--- src/rtl/mbx_pkg.sv ---
package mbx_pkg;
  localparam int DW = 8;

  // host byte offsets
  localparam int OFS_DATA = 'h0;
  localparam int OFS_CSR  = 'h4;
  localparam int OFS_INTC = 'h8;

  // status bit positions
  localparam int ST_OBF = 0;
  localparam int ST_IBF = 1;
  localparam int ST_CMD = 3;

  // command codes
  localparam logic [DW-1:0] CMD_RD = 8'h80;
  localparam logic [DW-1:0] CMD_WR = 8'h81;

  typedef enum logic [1:0] {
    SQ_IDLE   = 2'd0,
    SQ_RD_IDX = 2'd1,
    SQ_WR_IDX = 2'd2,
    SQ_WR_VAL = 2'd3
  } sq_state_t;
endpackage

--- src/rtl/mbx_busy.sv ---
module mbx_busy #(
  parameter int BUSY_CYC = 3
) (
  input  logic clk,
  input  logic rst,
  input  logic start,
  output logic busy,
  output logic done
);
  localparam int CW = $clog2(BUSY_CYC + 1);

  logic [CW-1:0] cnt;

  always_ff @(posedge clk) begin
    if (rst) begin
      cnt <= '0;
    end else if (start) begin
      cnt <= CW'(BUSY_CYC);
    end else if (cnt != '0) begin
      cnt <= cnt - CW'(1);
    end
  end

  assign busy = (cnt != '0);
  assign done = (cnt == CW'(1));
endmodule

--- src/rtl/mbx_regfile.sv ---
module mbx_regfile #(
  parameter int IDX_W = 4,
  parameter int DW    = 8
) (
  input  logic             clk,
  input  logic             a_we,
  input  logic [IDX_W-1:0] a_idx,
  input  logic [DW-1:0]    a_wdata,
  output logic [DW-1:0]    a_q,
  input  logic [IDX_W-1:0] b_idx,
  output logic [DW-1:0]    b_q
);
  localparam int DEPTH = 1 << IDX_W;

  logic [DW-1:0] mem [DEPTH];

  // port A: read-first read/write, port B: read only
  always_ff @(posedge clk) begin
    if (a_we) begin
      mem[a_idx] <= a_wdata;
    end
    a_q <= mem[a_idx];
  end

  always_ff @(posedge clk) begin
    b_q <= mem[b_idx];
  end
endmodule

--- src/rtl/mbx_seq.sv ---
module mbx_seq
  import mbx_pkg::*;
#(
  parameter int IDX_W = 4
) (
  input  logic             clk,
  input  logic             rst,
  input  logic             consume,
  input  logic             byte_is_cmd,
  input  logic [DW-1:0]    byte_val,
  output logic             rf_we,
  output logic [IDX_W-1:0] rf_idx,
  output logic             rd_pend,
  output sq_state_t        state
);
  logic [IDX_W-1:0] idx_q;

  assign rf_we  = consume && !byte_is_cmd && (state == SQ_WR_VAL);
  assign rf_idx = (state == SQ_WR_VAL) ? idx_q : byte_val[IDX_W-1:0];

  always_ff @(posedge clk) begin
    if (rst) begin
      state   <= SQ_IDLE;
      idx_q   <= '0;
      rd_pend <= 1'b0;
    end else begin
      rd_pend <= 1'b0;
      if (consume) begin
        if (byte_is_cmd) begin
          if (byte_val == CMD_RD) begin
            state <= SQ_RD_IDX;
          end else if (byte_val == CMD_WR) begin
            state <= SQ_WR_IDX;
          end else begin
            state <= SQ_IDLE;
          end
        end else begin
          case (state)
            SQ_RD_IDX: begin
              rd_pend <= 1'b1;
              state   <= SQ_IDLE;
            end
            SQ_WR_IDX: begin
              idx_q <= byte_val[IDX_W-1:0];
              state <= SQ_WR_VAL;
            end
            SQ_WR_VAL: state <= SQ_IDLE;
            default:   state <= SQ_IDLE;
          endcase
        end
      end
    end
  end
endmodule

--- src/rtl/mbx_port.sv ---
module mbx_port
  import mbx_pkg::*;
#(
  parameter int ADDR_W   = 4,
  parameter int IDX_W    = 4,
  parameter int BUSY_CYC = 3
) (
  input  logic              clk,
  input  logic              rst,
  input  logic [ADDR_W-1:0] host_addr,
  input  logic              host_wr,
  input  logic              host_rd,
  input  logic [DW-1:0]     host_wdata,
  output logic [DW-1:0]     host_rdata,
  input  logic [IDX_W-1:0]  eng_idx,
  output logic [DW-1:0]     eng_rdata,
  output logic [DW-1:0]     intr_ctrl
);
  localparam logic [ADDR_W-1:0] A_DATA = ADDR_W'(OFS_DATA);
  localparam logic [ADDR_W-1:0] A_CSR  = ADDR_W'(OFS_CSR);
  localparam logic [ADDR_W-1:0] A_INTC = ADDR_W'(OFS_INTC);

  logic             sel_data, sel_csr, sel_intc;
  logic             accept, ibf, consume;
  logic             hold_cmd;
  logic [DW-1:0]    hold_byte;
  logic             cmd_flag, obf;
  logic [DW-1:0]    outbuf, intc_q, stat_byte;
  logic             rd_pend, rf_we;
  logic [IDX_W-1:0] rf_idx;
  logic [DW-1:0]    rf_q;
  sq_state_t        seq_state;

  assign sel_data = (host_addr == A_DATA);
  assign sel_csr  = (host_addr == A_CSR);
  assign sel_intc = (host_addr == A_INTC);
  assign accept   = host_wr && !ibf && (sel_data || sel_csr);

  mbx_busy #(.BUSY_CYC(BUSY_CYC)) u_busy (
    .clk   (clk),
    .rst   (rst),
    .start (accept),
    .busy  (ibf),
    .done  (consume)
  );

  mbx_seq #(.IDX_W(IDX_W)) u_seq (
    .clk         (clk),
    .rst         (rst),
    .consume     (consume),
    .byte_is_cmd (hold_cmd),
    .byte_val    (hold_byte),
    .rf_we       (rf_we),
    .rf_idx      (rf_idx),
    .rd_pend     (rd_pend),
    .state       (seq_state)
  );

  mbx_regfile #(.IDX_W(IDX_W), .DW(DW)) u_rf (
    .clk     (clk),
    .a_we    (rf_we),
    .a_idx   (rf_idx),
    .a_wdata (hold_byte),
    .a_q     (rf_q),
    .b_idx   (eng_idx),
    .b_q     (eng_rdata)
  );

  // captured host byte and command flag
  always_ff @(posedge clk) begin
    if (rst) begin
      hold_byte <= '0;
      hold_cmd  <= 1'b0;
      cmd_flag  <= 1'b0;
    end else if (accept) begin
      hold_byte <= host_wdata;
      hold_cmd  <= sel_csr;
      cmd_flag  <= sel_csr;
    end
  end

  // output buffer: a new result wins over the clearing read
  always_ff @(posedge clk) begin
    if (rst) begin
      outbuf <= '0;
      obf    <= 1'b0;
    end else if (rd_pend) begin
      outbuf <= rf_q;
      obf    <= 1'b1;
    end else if (host_rd && sel_data) begin
      obf    <= 1'b0;
    end
  end

  always_ff @(posedge clk) begin
    if (rst) begin
      intc_q <= '0;
    end else if (host_wr && sel_intc) begin
      intc_q <= host_wdata;
    end
  end
  assign intr_ctrl = intc_q;

  always_comb begin
    stat_byte         = '0;
    stat_byte[ST_OBF] = obf;
    stat_byte[ST_IBF] = ibf;
    stat_byte[ST_CMD] = cmd_flag;
  end

  always_ff @(posedge clk) begin
    if (rst) begin
      host_rdata <= '0;
    end else if (host_rd) begin
      if (sel_data) begin
        host_rdata <= outbuf;
      end else if (sel_csr) begin
        host_rdata <= stat_byte;
      end else if (sel_intc) begin
        host_rdata <= intc_q;
      end else begin
        host_rdata <= '0;
      end
    end
  end
endmodule

--- config.mk ---
export PLATFORM = sky130hd
export DESIGN_NAME = mbx_port
export DESIGN_NICKNAME = d
export VERILOG_FILES = /design/src/rtl/mbx_pkg.sv /design/src/rtl/mbx_busy.sv /design/src/rtl/mbx_regfile.sv /design/src/rtl/mbx_seq.sv /design/src/rtl/mbx_port.sv
export SDC_FILE = /design/constraint.sdc
export NUM_CORES = 1
export LEC_CHECK = 0
export ABC_AREA = 1
export BUFFER_PORTS_ARGS = -buffer_cell sky130_fd_sc_hd__clkbuf_2
export CAP_MARGIN = 25
export CORE_MARGIN = 4
export CORE_UTILIZATION = 40
export CTS_BUF_LIST = sky130_fd_sc_hd__clkbuf_2
export DETAILED_ROUTE_END_ITERATION = 10
export GPL_ROUTABILITY_DRIVEN = 0
export PLACE_DENSITY = 0.59
export SETUP_SLACK_MARGIN = 0.02
export SLEW_MARGIN = 20
export SYNTH_ARGS = -nofsm -noshare
export SYNTH_HDL_FRONTEND = slang
export SYNTH_SLANG_ARGS = --single-unit
--- constraint.sdc ---
create_clock -name clk -period 6.3 [get_ports clk]
set_clock_uncertainty 0.1 [all_clocks]
set_input_delay 0.315 -clock clk [delete_from_list [all_inputs] [get_ports clk]]
set_output_delay 0.315 -clock clk [all_outputs]
set_load 0.02 [all_outputs]
==> results summary <==
Traced cell by cell, the critical path runs through nand2_4 > nand2_4 > nand3_1 > nor2_1. After floorplanning, the core was divided into 54 placement rows. STA classifies the critical path startpoint as a flop. The number of setup violations in the final report came out at 0.

The worst hold path belongs to the class in2reg. The critical-path maximum fanout came out at 65. The worst-case clock buffer depth came out at 2. Measured along the y axis, the die boundary spans 158 um. The worst-case reg-to-reg path depth is 4. Summed over all layers, the routed wires come to 24800 um. Synthesis produced a netlist with a net count of 1088. The clock slew seen by the registers of the worst setup and hold paths came out at 0.33 ns. Dividing total power by cell area gives a power density of 232 nW/um2. The post-synthesis register bit count is 187. The number of cells after detailed placement came out at 1334. Setup repair after global routing left no endpoint under its margin.

The number of standard cells after synthesis is 1066. The number of buffers and inverters on the critical path is 0. The depth of the critical timing path with buffers and inverters included is 4. The arrival time of the worst setup path is 4.18 ns. The core outline area came out at 22000 um2. The die is 158 um wide.

The final critical delay including setup and external delays is 3.81 ns. Once the floorplan was initialized, standard cells occupied 41.1% of the core. The first-pass detailed-route iteration total is 5.

The global-route wire length before repair came out at 38300 um. The area growth from synthesis to layout is 9.36%. On the critical path the largest part of the delay comes from simple AND/OR/NAND/NOR gates.

The worst hold path passes through 5 cells. The CTS buffer count is 17. The via count of the first global-routing pass is 6871. The largest net degree at the start of global routing came out at 66.

The slew of the pin with the lowest slew margin came out at 1.01 ns. The clock net in this run drives a total of 187 sinks. The number of antenna violations at the first check in global routing came out at 1.

The tool flagged a number of max-cap violations equal to 0. The most common library cell in the layout ignoring fill and taps is sky130_fd_sc_hd__nand2_1. The biggest cell delay along the critical path is 0.91 ns. The die covers 25100 um2. Among the stages of the critical path, the cell type that occurs most often is sky130_fd_sc_hd__nand2_4.

The worst setup path is captured at a flop. The overall power after layout is 2290 uW. The starting DRC count in detailed routing came out at 712. The accumulated negative setup slack came out at 0 ns.

The standby leakage power is 0.00425 uW. The half-perimeter wire length after detailed placement came out at 16000 um. In the routed layout, each cell is associated on average with a via count of 5.22. For the worst setup path, the data required time is 6.67 ns.

Port buffering added 43 buffers. The residual DRC count is 0. The clock root buffer is sky130_fd_sc_hd__clkbuf_2.

The post-cts sizing count came out at 0. The post-CTS setup-driven buffer insertion count is 0. The number of buffers added to fix hold violations after cts came out at 32.

The fraction of final layout cells with drive strength greater than 1 is 9.39%. The post-synthesis average cell area is 8.49 um2. The detail route stage leaves a number of antenna-violating nets equal to 0.

The total vias in the final route is 7304. The clock latency at the later pin of the worst-skew pair is 0.80 ns. The critical path is of the reg2reg type. The total routing resource utilization after global routing is 20.1%. The final hold violation count is 0. The worst-path cell with the longest stage delay is sky130_fd_sc_hd__dfxtp_1. After synthesis the cells add up to 9050 um2. The final number of max-transition violations is 0. The period utilization is 60.5%. The total number of H-tree levels came out at 4. The I/O pin total is 44. For this run, the number of Yosys warnings is 0. Leaving out fill and tap cells, the most frequent cells in the layout are sky130_fd_sc_hd__nand2_1, sky130_fd_sc_hd__nand3_1, sky130_fd_sc_hd__edfxtp_1. The tightest slew margin relative to the limit came out at 32.7%. The proportion of synthesized chip area in sequential cells is 55.5%. VDD sags by at most 126 uV.

In the final design database the tool counted 1127 nets. For this run, the share of the core covered by cells in the final layout is 44.9%. The highest attainable clock frequency came out at 263 MHz.

The number of distinct library cells after synthesis came out at 30. The flow ran to the end, and the final reports show no timing, DRC or antenna violations. The count of placed standard cells in the final layout, fillers left out came out at 1400. After detailed routing, the average wire length per cell comes to 17.7 um.

TritonCTS built the clock tree. After global routing the overflow that remains totals 0.
==> flip-flops by register name, summed over array words and instances (netlist names), 4 cells and up <==
name and cells:
u_rf.mem 128, hold_byte 8, host_rdata 8, intr_ctrl 8
outbuf 8, u_rf.a_q 8, u_rf.b_q 8, u_seq.idx_q 4
==> layer usage <==
layer	track usage (%)	vias to the layer above	share of wire (%)
met5	0	-	0
met4	4.75	0	1.5
met3	3.45	28	5.9
met2	32.2	234	47
met1	28.7	3431	46
li1	-	3611	-
==> per-stage QoR <==
step / area, um2 / worst slack (ns) / hold slack, ns
finish: 9900 / 2.49 / 0.112
CTS: 9890 / 2.52 / 0.0611
detailed placement: 9310 / 2.54 / 0.349
floorplan: 9050 / 4.24 / 0.331
global route: 9900 / 2.31 / 0.0924
global placement: 9310 / 2.56 / 0.348
==> logic make-up after synthesis <==
logic type,after synthesis,share of synthesized area (%)
adder cells (fa/ha/maj),2,0.276
AND/OR/NAND/NOR,543,25.5
buffers and inverters,172,8.46
XOR/XNOR,1,0.0968
AO/OA/AOI/OAI,161,10.1
flip-flops,187,55.5
==> final timing paths <==
path | slack [ns] | end | from
worst min-delay path | 0.11 | u_rf.b_q[3] | eng_idx[0]
worst max-delay path | 2.49 | u_rf.mem[9][0] | hold_byte[0]
worst min register to register | 0.39 | outbuf[0] | u_rf.a_q[0]
worst max register to register | 2.49 | u_rf.mem[9][0] | hold_byte[0]
==> area by class of cell <==
cell class / instances / area (um2)
inverters: 113 / 424
repair buffers: 79 / 568
flip-flops and latches: 187 / 5020
clock buffers: 18 / 90.1
fillers: 2154 / 12100
multi-input cells: 707 / 3260
well taps: 280 / 350
clock inverters: 14 / 175
diodes: 2 / 5.00
==> report_power, final <==
part	total [uW]	internal [uW]	switching, uW
registers	1370	1340	29.1
logic	265	86.6	178
clock network	663	205	458
total	2290	1630	665
==> cells in the mapped netlist <==
cell type / instances / share of area [%]
sky130_fd_sc_hd__xor2_1: 1 / 0.097
sky130_fd_sc_hd__buf_2: 17 / 0.94
sky130_fd_sc_hd__o211ai_1: 32 / 2.7
sky130_fd_sc_hd__nor3_2: 1 / 0.11
sky130_fd_sc_hd__edfxtp_1: 128 / 42
sky130_fd_sc_hd__o21ai_0: 59 / 3.3
sky130_fd_sc_hd__clkbuf_1: 21 / 0.87
sky130_fd_sc_hd__dfxtp_1: 59 / 13
sky130_fd_sc_hd__nand3_2: 7 / 0.77
sky130_fd_sc_hd__nor3_1: 2 / 0.11
sky130_fd_sc_hd__inv_1: 100 / 4.1
sky130_fd_sc_hd__nand4_1: 1 / 0.069
sky130_fd_sc_hd__nor2_4: 3 / 0.37
sky130_fd_sc_hd__o21ai_2: 2 / 0.19
sky130_fd_sc_hd__nor4_1: 2 / 0.14
sky130_fd_sc_hd__nand2_4: 3 / 0.37
sky130_fd_sc_hd__inv_2: 8 / 0.33
sky130_fd_sc_hd__a21oi_1: 60 / 3.3
sky130_fd_sc_hd__a211oi_1: 1 / 0.083
sky130_fd_sc_hd__nand2_1: 347 / 14
sky130_fd_sc_hd__buf_12: 1 / 0.22
sky130_fd_sc_hd__o21ai_4: 1 / 0.18
sky130_fd_sc_hd__buf_6: 11 / 1.4
sky130_fd_sc_hd__buf_1: 9 / 0.37
sky130_fd_sc_hd__a31oi_1: 6 / 0.41
sky130_fd_sc_hd__nor2_1: 44 / 1.8
sky130_fd_sc_hd__clkinv_1: 5 / 0.21
sky130_fd_sc_hd__ha_1: 2 / 0.28
sky130_fd_sc_hd__nor2_2: 1 / 0.069
sky130_fd_sc_hd__nand3_1: 132 / 7.3
==> worst min-delay path, cell delays in order <==
cell and delay, ns:
sky130_fd_sc_hd__buf_4 0.29, sky130_fd_sc_hd__o21ai_0 0.23, sky130_fd_sc_hd__nand3_1 0.07, sky130_fd_sc_hd__nand3_1 0.07, sky130_fd_sc_hd__nand2_1 0.04
(Power assumes the default switching activity.)
